[config.mk]
export PLATFORM = sky130hd
export DESIGN_NAME = chrdisp_exec
export DESIGN_NICKNAME = d
export VERILOG_FILES = /design/src/rtl/chrdisp_pkg.sv /design/src/rtl/chrdisp_decode.sv /design/src/rtl/chrdisp_busy.sv /design/src/rtl/chrdisp_exec.sv
export SDC_FILE = /design/constraint.sdc
export NUM_CORES = 2
export LEC_CHECK = 0
export BUFFER_PORTS_ARGS = -buffer_cell sky130_fd_sc_hd__buf_2
export CAP_MARGIN = 20
export CORE_UTILIZATION = 30
export CTS_CLUSTER_DIAMETER = 120
export DETAILED_ROUTE_END_ITERATION = 16
export HOLD_SLACK_MARGIN = 0.08
export PLACE_DENSITY = 0.5
export SKIP_CTS_REPAIR_TIMING = 1
export SYNTH_ARGS = -nofsm -noshare
export SYNTH_HDL_FRONTEND = slang
export SYNTH_SLANG_ARGS = --single-unit
[constraint.sdc]
create_clock -name clk -period 5.85 [get_ports clk]
set_input_delay 0.2925 -clock clk [delete_from_list [all_inputs] [get_ports clk]]
set_output_delay 0.2925 -clock clk [all_outputs]
set_load 0.01 [all_outputs]
[src/rtl/chrdisp_pkg.sv]
package chrdisp_pkg;

  typedef enum logic [3:0] {
    OP_NONE, OP_CLEAR, OP_HOME, OP_ENTRY, OP_DISP,
    OP_SHIFT, OP_FUNC, OP_CGADR, OP_DDADR
  } op_e;

  // Leading-one decode of a command byte.
  function automatic op_e lead_op(input logic [7:0] b);
    op_e o;
    casez (b)
      8'b1???_????: o = OP_DDADR;
      8'b01??_????: o = OP_CGADR;
      8'b001?_????: o = OP_FUNC;
      8'b0001_????: o = OP_SHIFT;
      8'b0000_1???: o = OP_DISP;
      8'b0000_01??: o = OP_ENTRY;
      8'b0000_001?: o = OP_HOME;
      8'b0000_0001: o = OP_CLEAR;
      default:      o = OP_NONE;
    endcase
    return o;
  endfunction

  // One step up or down inside [0, lim-1] with wrap.
  function automatic logic [6:0] step_wrap(input logic [6:0] a, input logic up,
                                           input logic [7:0] lim);
    logic [7:0] ax;
    ax = {1'b0, a};
    if (up) return (ax == lim - 8'd1) ? 7'd0 : 7'(ax + 8'd1);
    else    return (a == 7'd0) ? 7'(lim - 8'd1) : 7'(ax - 8'd1);
  endfunction

  // Reduce a 7-bit display address into [0, lim-1].
  function automatic logic [6:0] fold_addr(input logic [6:0] a, input logic [7:0] lim);
    return ({1'b0, a} >= lim) ? 7'({1'b0, a} - lim) : a;
  endfunction

endpackage

[src/rtl/chrdisp_decode.sv]
module chrdisp_decode
  import chrdisp_pkg::*;
(
  input  logic [7:0] cmd,
  output op_e        op
);
  assign op = lead_op(cmd);
endmodule

[src/rtl/chrdisp_busy.sv]
module chrdisp_busy #(
  parameter int LONG_TICKS  = 410,
  parameter int SHORT_TICKS = 10
) (
  input  logic clk,
  input  logic rst_n,
  input  logic tick,
  input  logic start,
  input  logic long_sel,
  output logic busy
);
  localparam int CW = $clog2(LONG_TICKS + 1);
  logic [CW-1:0] cnt;

  always_ff @(posedge clk or negedge rst_n) begin
    if (!rst_n)                   cnt <= '0;
    else if (start)               cnt <= long_sel ? CW'(LONG_TICKS) : CW'(SHORT_TICKS);
    else if (tick && cnt != '0)   cnt <= cnt - 1'b1;
  end

  assign busy = (cnt != '0);
endmodule

[src/rtl/chrdisp_exec.sv]
module chrdisp_exec
  import chrdisp_pkg::*;
#(
  parameter int DD_DEPTH    = 80,
  parameter int CG_DEPTH    = 64,
  parameter int LONG_TICKS  = 410,
  parameter int SHORT_TICKS = 10
) (
  input  logic       clk,
  input  logic       rst_n,
  input  logic       tick,
  input  logic       cyc_valid,
  input  logic       rs,
  input  logic       rw,
  input  logic [7:0] wdata,
  output logic [7:0] rdata,
  output logic       busy,
  output logic [6:0] ac,
  output logic [6:0] shift_ofs,
  output logic       cg_sel,
  output logic       inc_dir,
  output logic       shift_en,
  output logic       disp_on,
  output logic       cursor_on,
  output logic       blink_on,
  output logic       mode_8bit,
  output logic       two_line,
  output logic       big_font,
  output logic       err_sticky
);
  localparam int         CG_AW  = $clog2(CG_DEPTH);
  localparam logic [7:0] DD_LIM = 8'(DD_DEPTH);
  localparam logic [7:0] CG_LIM = 8'(CG_DEPTH);

  logic [7:0] dd_mem [DD_DEPTH];
  logic [7:0] cg_mem [CG_DEPTH];

  // Named internal events (observed by the checker).
  op_e  op_w;
  logic stat_rd_w, blocked_w, cmd_go_w, data_go_w, long_w;
  logic [7:0] sel_lim_w, ram_byte_w;

  chrdisp_decode u_dec (.cmd(wdata), .op(op_w));

  assign stat_rd_w = cyc_valid && !rs && rw;
  assign blocked_w = cyc_valid && busy && !stat_rd_w;
  assign cmd_go_w  = cyc_valid && !busy && !rs && !rw && (op_w != OP_NONE);
  assign data_go_w = cyc_valid && !busy && rs;
  assign long_w    = (op_w == OP_CLEAR) || (op_w == OP_HOME);
  assign sel_lim_w = cg_sel ? CG_LIM : DD_LIM;
  assign ram_byte_w = cg_sel ? cg_mem[ac[CG_AW-1:0]] : dd_mem[ac];

  chrdisp_busy #(.LONG_TICKS(LONG_TICKS), .SHORT_TICKS(SHORT_TICKS)) u_busy (
    .clk(clk), .rst_n(rst_n), .tick(tick),
    .start(cmd_go_w || data_go_w), .long_sel(cmd_go_w && long_w), .busy(busy)
  );

  // Display RAM: single-cycle fill on clear.
  always_ff @(posedge clk or negedge rst_n) begin
    if (!rst_n) begin
      for (int i = 0; i < DD_DEPTH; i++) dd_mem[i] <= 8'h20;
    end else if (cmd_go_w && op_w == OP_CLEAR) begin
      for (int i = 0; i < DD_DEPTH; i++) dd_mem[i] <= 8'h20;
    end else if (data_go_w && !rw && !cg_sel) begin
      dd_mem[ac] <= wdata;
    end
  end

  always_ff @(posedge clk or negedge rst_n) begin
    if (!rst_n) begin
      for (int i = 0; i < CG_DEPTH; i++) cg_mem[i] <= 8'h00;
    end else if (data_go_w && !rw && cg_sel) begin
      cg_mem[ac[CG_AW-1:0]] <= wdata;
    end
  end

  always_ff @(posedge clk or negedge rst_n) begin
    if (!rst_n) rdata <= 8'h00;
    else if (stat_rd_w) rdata <= {busy, ac};
    else if (data_go_w && rw) rdata <= ram_byte_w;
  end

  always_ff @(posedge clk or negedge rst_n) begin
    if (!rst_n) err_sticky <= 1'b0;
    else if (blocked_w) err_sticky <= 1'b1;
  end

  always_ff @(posedge clk or negedge rst_n) begin
    if (!rst_n) begin
      ac <= '0; shift_ofs <= '0; cg_sel <= 1'b0;
      inc_dir <= 1'b1; shift_en <= 1'b0;
      disp_on <= 1'b0; cursor_on <= 1'b0; blink_on <= 1'b0;
      mode_8bit <= 1'b1; two_line <= 1'b0; big_font <= 1'b0;
    end else if (data_go_w) begin
      ac <= step_wrap(ac, inc_dir, sel_lim_w);
      if (!rw && !cg_sel && shift_en) shift_ofs <= step_wrap(shift_ofs, inc_dir, DD_LIM);
    end else if (cmd_go_w) begin
      unique case (op_w)
        OP_CLEAR, OP_HOME: begin ac <= '0; shift_ofs <= '0; cg_sel <= 1'b0; end
        OP_ENTRY: begin inc_dir <= wdata[1]; shift_en <= wdata[0]; end
        OP_DISP:  begin disp_on <= wdata[2]; cursor_on <= wdata[1]; blink_on <= wdata[0]; end
        OP_SHIFT: begin
          if (wdata[3]) shift_ofs <= step_wrap(shift_ofs, wdata[2], DD_LIM);
          else          ac        <= step_wrap(ac, wdata[2], sel_lim_w);
        end
        OP_FUNC:  begin mode_8bit <= wdata[4]; two_line <= wdata[3]; big_font <= wdata[2]; end
        OP_CGADR: begin ac <= 7'(wdata[CG_AW-1:0]); cg_sel <= 1'b1; end
        OP_DDADR: begin ac <= fold_addr(wdata[6:0], DD_LIM); cg_sel <= 1'b0; end
        default: ;
      endcase
    end
  end
endmodule

After elaboration in Yosys (flattened, before gate mapping)

Index checks and enable logic that the tools add are counted.

Reductions and logical operators: 46
Multiplexer cells: 41
Add/subtract/negate cells: 7
Bitwise logic cells: 3
Equality and inequality tests: 20
Magnitude comparators: 5

Operators by type and width:

| operator            | number |
|---|---|
| $mux 640            | 2 |
| $bwmux 640          | 1 |
| $bwmux 512          | 1 |
| $mux 7              | 16 |
| $mux 8              | 9 |
| $bmux 8 s7          | 1 |
| $demux 8 s7         | 1 |
| $bmux 8 s6          | 1 |
| $demux 8 s6         | 1 |
| $pmux 4 s8          | 1 |
| $pmux 7 s4          | 1 |
| $mux 9              | 3 |
| $logic_and 1x1->1   | 20 |
| $eq 4x3->1 const B  | 4 |
| $reduce_and 3->1    | 5 |
| $add 7x1->7 const B | 2 |
| $ge 7x7->1 const B  | 2 |
| $logic_not 7->1     | 2 |
| $pmux 7 s2          | 1 |
| $sub 7x1->7 const B | 2 |
| $reduce_bool 2->1   | 5 |
| $reduce_bool 9->1   | 1 |
| $sub 9x1->9 const B | 1 |
| $eq 4x1->1 const B  | 2 |
| other kinds (30)    | 37 |

Output and inout bits: 33
Input port bits: 14
Logic and storage cells: 280
Flip-flop bits (word level): 1193

Depth between registers and ports, before layout

Depth after elaboration: 9
Gate-level depth with buffers: 14

Modules after synthesis

A second synthesis with hierarchy kept.

Cell total of the unflattened synthesis: 5436
Area, all modules: 58916.5 um^2

By module, submodules not included:

| module         | area each (um^2) | cells an instance | times used |
|---|---|---|---|
| chrdisp_exec   | 58312.2          | 5368              | 1 |
| chrdisp_busy   | 539.3            | 57                | 1 |
| chrdisp_decode | 65.1             | 11                | 1 |

Worst setup path before layout

Ideal clock, no wire load.

Path kind: reg-to-reg
Start: reg ac[0]
End: reg ac[5]
Data arrival time: 3.095 ns
Cell stages (with the launch flop): 15
Library setup time: 0.078 ns
Clock period less this slack: 3.173 ns
Slack: 2.677 ns
Buffers on the path: 5
Cell sequence: dfrtp_1 > clkbuf_1 > buf_2 > inv_2 > clkbuf_1 > buf_1 > ha_1 > nand2b_1 > or2_2 > clkbuf_1 > a311oi_1 > a21o_1 > a222oi_1 > mux2_2 > a21oi_1

Longest elaborated chain between the ends: 7
Elaborated cells on any way between the ends: 12

Ends and longest elaborated chain:

| element                             | RTL line                             | source |
|---|---|---|
| start: declaration                  | chrdisp_exec.sv:18                   | `output logic [6:0] ac,` |
| start signal: assignment            | chrdisp_exec.sv:95                   | `ac <= step_wrap(ac, inc_dir, sel_lim_w);` |
| start signal: assignment            | chrdisp_exec.sv:104                  | `else ac <= step_wrap(ac, wdata[2], sel_lim_w);` |
| $sub 7x1->7 (tied with other cells) | chrdisp_pkg.sv:31                    | `else return (a == 7'd0) ? 7'(lim - 8'd1) : 7'(ax - 8'd1);` |
| $mux 7, on equally long branches    | chrdisp_pkg.sv:31, chrdisp_pkg.sv:30 |  |
| $mux 7                              | chrdisp_pkg.sv:30                    | `if (up) return (ax == lim - 8'd1) ? 7'd0 : 7'(ax + 8'd1);` |
| $mux 7                              | chrdisp_exec.sv:103                  | `if (wdata[3]) shift_ofs <= step_wrap(shift_ofs, wdata[2], DD_LIM);` |
| $pmux 7 s4                          | chrdisp_exec.sv:98                   | `unique case (op_w)` |
| $mux 7                              | chrdisp_exec.sv:97                   | `end else if (cmd_go_w) begin` |
| $mux 7 *                            | chrdisp_exec.sv:94                   | `end else if (data_go_w) begin` |

Mark *: on every way between the ends. The rest lies on a longest branch, timed or not. The select of a mux whose other input is x is not followed.
A chain may end at the register's enable or synchronous reset.

Final worst setup path

Start: reg ac[1]
End: reg rdata[4]

Longest elaborated chain between the ends: 7
Elaborated cells on any way between the ends: 11

Ends and longest elaborated chain:

| element                                                             | RTL line           | source |
|---|---|---|
| $not 7->8 (not written as such) / $not 6->7 (equally long branches) | chrdisp_exec.sv:51 | `assign ram_byte_w = cg_sel ? cg_mem[ac[CG_AW-1:0]] : dd_mem[ac];` |
| $bmux 8 s7 / $bmux 8 s6 (equally long branches)                     | chrdisp_exec.sv:51 |  |
| $mux 8 (not written as such) (2 in a row)                           | chrdisp_exec.sv:51 |  |
| $mux 8 *                                                            | chrdisp_exec.sv:51 |  |
| $mux 8 *                                                            | chrdisp_exec.sv:80 | `else if (data_go_w && rw) rdata <= ram_byte_w;` |
| $mux 8 *                                                            | chrdisp_exec.sv:79 | `else if (stat_rd_w) rdata <= {busy, ac};` |
| end signal: assignment                                              | chrdisp_exec.sv:79 |  |
| end signal: assignment                                              | chrdisp_exec.sv:80 |  |
| end: declaration                                                    | chrdisp_exec.sv:16 | `output logic [7:0] rdata,` |

Marked as above.

==> results summary <==
The start-to-end type of the worst setup path is reg2reg. STA classifies the critical path startpoint as a flip-flop. Grouping stages by cell kind, the critical path spends the most delay in simple AND/OR/NAND/NOR gates. The largest single stage delay on the critical path is 1.03 ns. The worst-case hold slack is around 0.11 ns. For this block, the routed nets add up to 217000 um of wire. The count of input and output buffers came out at 46. The total vias in the final route came out at roughly 45000. The final weighted congestion in routability-driven placement came out at roughly 0.84. For this block, the initial DRC count from the detailed router was about 4600. The main combinational cell family by area after synthesis is multiplexers.

The worst setup path is captured at a flip-flop. The critical path buffer and inverter count is 1. Entering global routing, the biggest net connects approximately 150 pins. The final setup TNS came out at 0 ns.

The clock tree root driver cell is clkbuf_16. The number of top-level design ports is 47. The synthesized netlist devotes ~14% of its cell area to compound gates. The ratio of total power to cell area came out at roughly 280 mW/mm2. The die is around 440 um tall. The placed wire-length estimate is 131000 um. The later-pin clock latency in the skew report came out at approximately 0.80 ns. The die covers a little under 0.2 mm2. The post-detailed-route via-to-cell ratio came out at about 5.7. For the pin with the worst max-slew slack, the measured transition is 1.23 ns. Compared with the post-synthesis result, the final layout area differs by 13.9%. The per-instance average area after synthesis is 10.7 um2. The run finished with clean final reports.

Leaving out fill and tap cells, the most frequent cells in the layout are dfrtp_1, mux2_2, nand2_1. The number of enable-type register cells in the synthesized netlist came out at 0. TritonCTS built the clock tree.

The post-route fraction of the period consumed by the critical path came out at slightly below 80%. Across the run, the number of max-cap violations was 0. The global-route wire length before repair came out at roughly 320000 um. The CTS H-tree depth is 4.

The die boundary width is 440 um. The maximum operating frequency is about 220 MHz. The number of global-route vias before repair came out at approximately 44000. The post-synth net total came out at roughly 5400. After synthesis the netlist holds a flip-flop and latch count of approximately 1200. The critical path data required time is roughly 6.5 ns. The switching portion of total power came out at 24.9%.

For this run, the number of Yosys warnings is 0. The time the final worst path needs with I/O delays and setup came out at 4.59 ns. Of the total synthesized cell area, the portion taken by XOR and XNOR cells is less than 1%. For this run, the detailed router's first-pass iteration total came to 6. The critical path arrival came out at roughly 5.3 ns. Counting flops with an async set or reset pin after synthesis yields a share of between 90% and 100%. No sink is reached through more buffers than the 3 on the longest clock path. The register clock-pin slew on the reported worst setup and hold paths is roughly 0.060 ns. The initial utilization of the core area, before any placement, comes to 30.2%. The total congestion overflow is 0.

The initial antenna violation count was 7. The detail route stage leaves a number of antenna-violating nets equal to 0. Global routing used roughly 22% of the available tracks across all layers. Walking the worst path, the cells encountered are and3b_2 > buf_4 > a21oi_1 > o211ai_1 > nor4bb_1 > nor4_1 > o41ai_1. The share of post-route cells with drive strength above 1 is 24.5%. The number of max-slew violations in the final report is 0. In this run, the clock network consumes 49.3% of the power.

The core region area came out at ~0.19 mm2. The cell-internal power came out at 13.7 mW. The proportion of synthesized chip area in sequential cells came out at between 50 and 60%. The number of setup violations in the final report came out at 0. The remaining max-slew budget at the tightest pin is about 18%. The mux cell area share after synthesis came out at 18.8%. Row generation in the floorplan step produced between 150 and 200 rows. The number of buffers created by CTS came out at 140.

The start point of the critical path is ac[1]. On the final layout, the worst clock skew is 0.0272 ns. Setup repair after global routing left no endpoint under its margin. The average routed wire per standard cell came out at 27.6 um. The most instantiated flip-flop cell in the synthesis netlist is dfrtp_1. The library cell used most frequently in the layout, excluding fill and tap cells, is dfrtp_1. The startpoint identified for the worst register-to-register timing path is ac[1]. The number of clock sinks seen by CTS is roughly 1200. The path type of the worst min-delay path is in2async. The maximum fanout encountered on the critical timing path is 29. The number of different library cells in the post-synthesis netlist is slightly above 80.

For this design the total switching power over the nets is between 4 and 5 mW. Counting buffers and inverters, the worst setup path is 7 cells deep. The DRC violation count after routing is 0. The worst-case IR drop observed on VDD is roughly 310 uV.

The cell depth of the worst flop-to-flop path came out at 7. The fraction of the mapped netlist area in adder cells is less than 1%. The cell leakage power is approximately 30 nW. The proportion of power drawn by flip-flops and latches came out at between 40 and 50%. The largest individual stage delay along the critical path comes from the cell and3b_2. The number of hold violations in the final report came to 0. After Yosys synthesis, and, or, nand and nor cells account for 11.6% of the synthesized area. Synthesis handed over a netlist of between 5000 and 6000 instances. The net count reported at finish came out at 5249. The cell area that synthesis handed to floorplanning was about 0.057 mm2. The share of total power dissipated in combinational logic is around 5%.
layout make-up:
class / instances / area, um2
Antenna cell: 2 / 5.00
Sequential cell: 1193 / 30000
Multi-Input combinational cell: 3660 / 25800
Timing Repair Buffer: 206 / 1760
Tap cell: 2511 / 3140
Fill cell: 19100 / 125000
Clock buffer: 226 / 4280
Inverter: 23 / 88.8
Clock inverter: 34 / 418
cells by family after synthesis:
group	after synthesis
compound gates	1183
buf+inv	497
mux	958
flops	1193
fa+ha+maj	11
simple gates	1496
xor+xnor	12
power by group through the flow:
stage	sequential (mW)	combinational, mW	clock (mW)
3_3_place_gp	8.49	0.913	0
5_1_grt	8.34	0.973	9.48
4_1_cts	8.34	0.914	9.15
3_5_place_dp	8.48	0.912	0
6_report	8.34	0.921	9.01
2_1_floorplan	8.46	0.372	0
sequential cells by signal, indices dropped and copies added, names as in the netlist:
register,flops
ac,7
big_font,1
blink_on,1
cg_mem,512
cg_sel,1
cursor_on,1
dd_mem,640
disp_on,1
err_sticky,1
inc_dir,1
mode_8bit,1
rdata,8
shift_en,1
shift_ofs,7
two_line,1
u_busy.cnt,9
worst paths after layout:
check,slack [ns],end
hold reg to reg,0.49,mode_8bit
setup reg to reg,1.26,rdata[4]
max in group asynchronous,4.15,ac[0]
hold / removal,0.11,cg_mem[135]
setup / recovery,1.26,rdata[4]
min in group clk,0.11,cg_sel
Yosys cell counts, drive strengths merged, types with 5 or more instances:
master / number / area (um2)
dfstp: 82 / 2150
ha: 11 / 138
a2111oi: 7 / 61.3
mux2: 649 / 7310
o211ai: 97 / 728
o2bb2ai: 14 / 123
a222oi: 14 / 140
mux4: 33 / 743
nor2: 374 / 1560
nand4: 14 / 87.6
nand3: 413 / 2070
buf: 113 / 509
a31oi: 15 / 93.8
nor4: 9 / 56.3
nand2b: 11 / 68.8
a311oi: 14 / 129
a21oi: 441 / 2210
xnor2: 9 / 78.8
a221oi: 130 / 1140
clkbuf: 361 / 1360
inv: 22 / 82.6
nand4b: 5 / 43.8
nor2b: 16 / 100
o21a: 5 / 37.5
and2: 6 / 37.5
o21ai: 166 / 831
a221o: 36 / 360
nand2: 588 / 2230
o22ai: 6 / 37.5
o21bai: 5 / 37.5
a22oi: 99 / 743
mux2i: 276 / 2760
and3: 6 / 37.5
a22o: 37 / 324
o31ai: 10 / 75.1
nor3b: 10 / 75.1
o2111ai: 13 / 114
o211a: 5 / 50.1
dfrtp: 1111 / 27800
a211oi: 18 / 135
nor3: 19 / 100
o221ai: 13 / 114
or3: 7 / 43.8
routing by layer:
metal | GRT usage, % | share of wire [%] | vias to the layer above
met2 | 35.2 | 47 | 1678
li1 | - | - | 19200
met1 | 30.3 | 43 | 23500
met5 | 0 | 0.016 | -
met4 | 8.05 | 3.6 | 4
met3 | 3.77 | 6.5 | 401
worst reg2reg max path: stages, from the launching register on:
cell      delay [ns]
dfrtp_4         0.80
and3b_2         1.06
buf_4           0.54
a21oi_1         0.13
o211ai_1        0.11
nor4bb_1        1.01
nor4_1          0.33
o41ai_1         0.49
stage by stage:
stage | power [mW] | std cells | area (um2) | util [%] | setup WS (ns)
after floorplan | 8.83 | 5350 | 57500 | - | 2.68
after global placement | 9.40 | 7582 | 60600 | 31.9 | 1.55
after detailed placement | 9.40 | 7583 | 60600 | 31.9 | 1.49
after CTS | 18.4 | 7843 | 65300 | 34.3 | 1.46
after global routing | 18.8 | 7854 | 65400 | 34.4 | 1.35
final | 18.3 | 7855 | 65400 | 34.4 | 1.26
(Power assumes the default switching activity.)
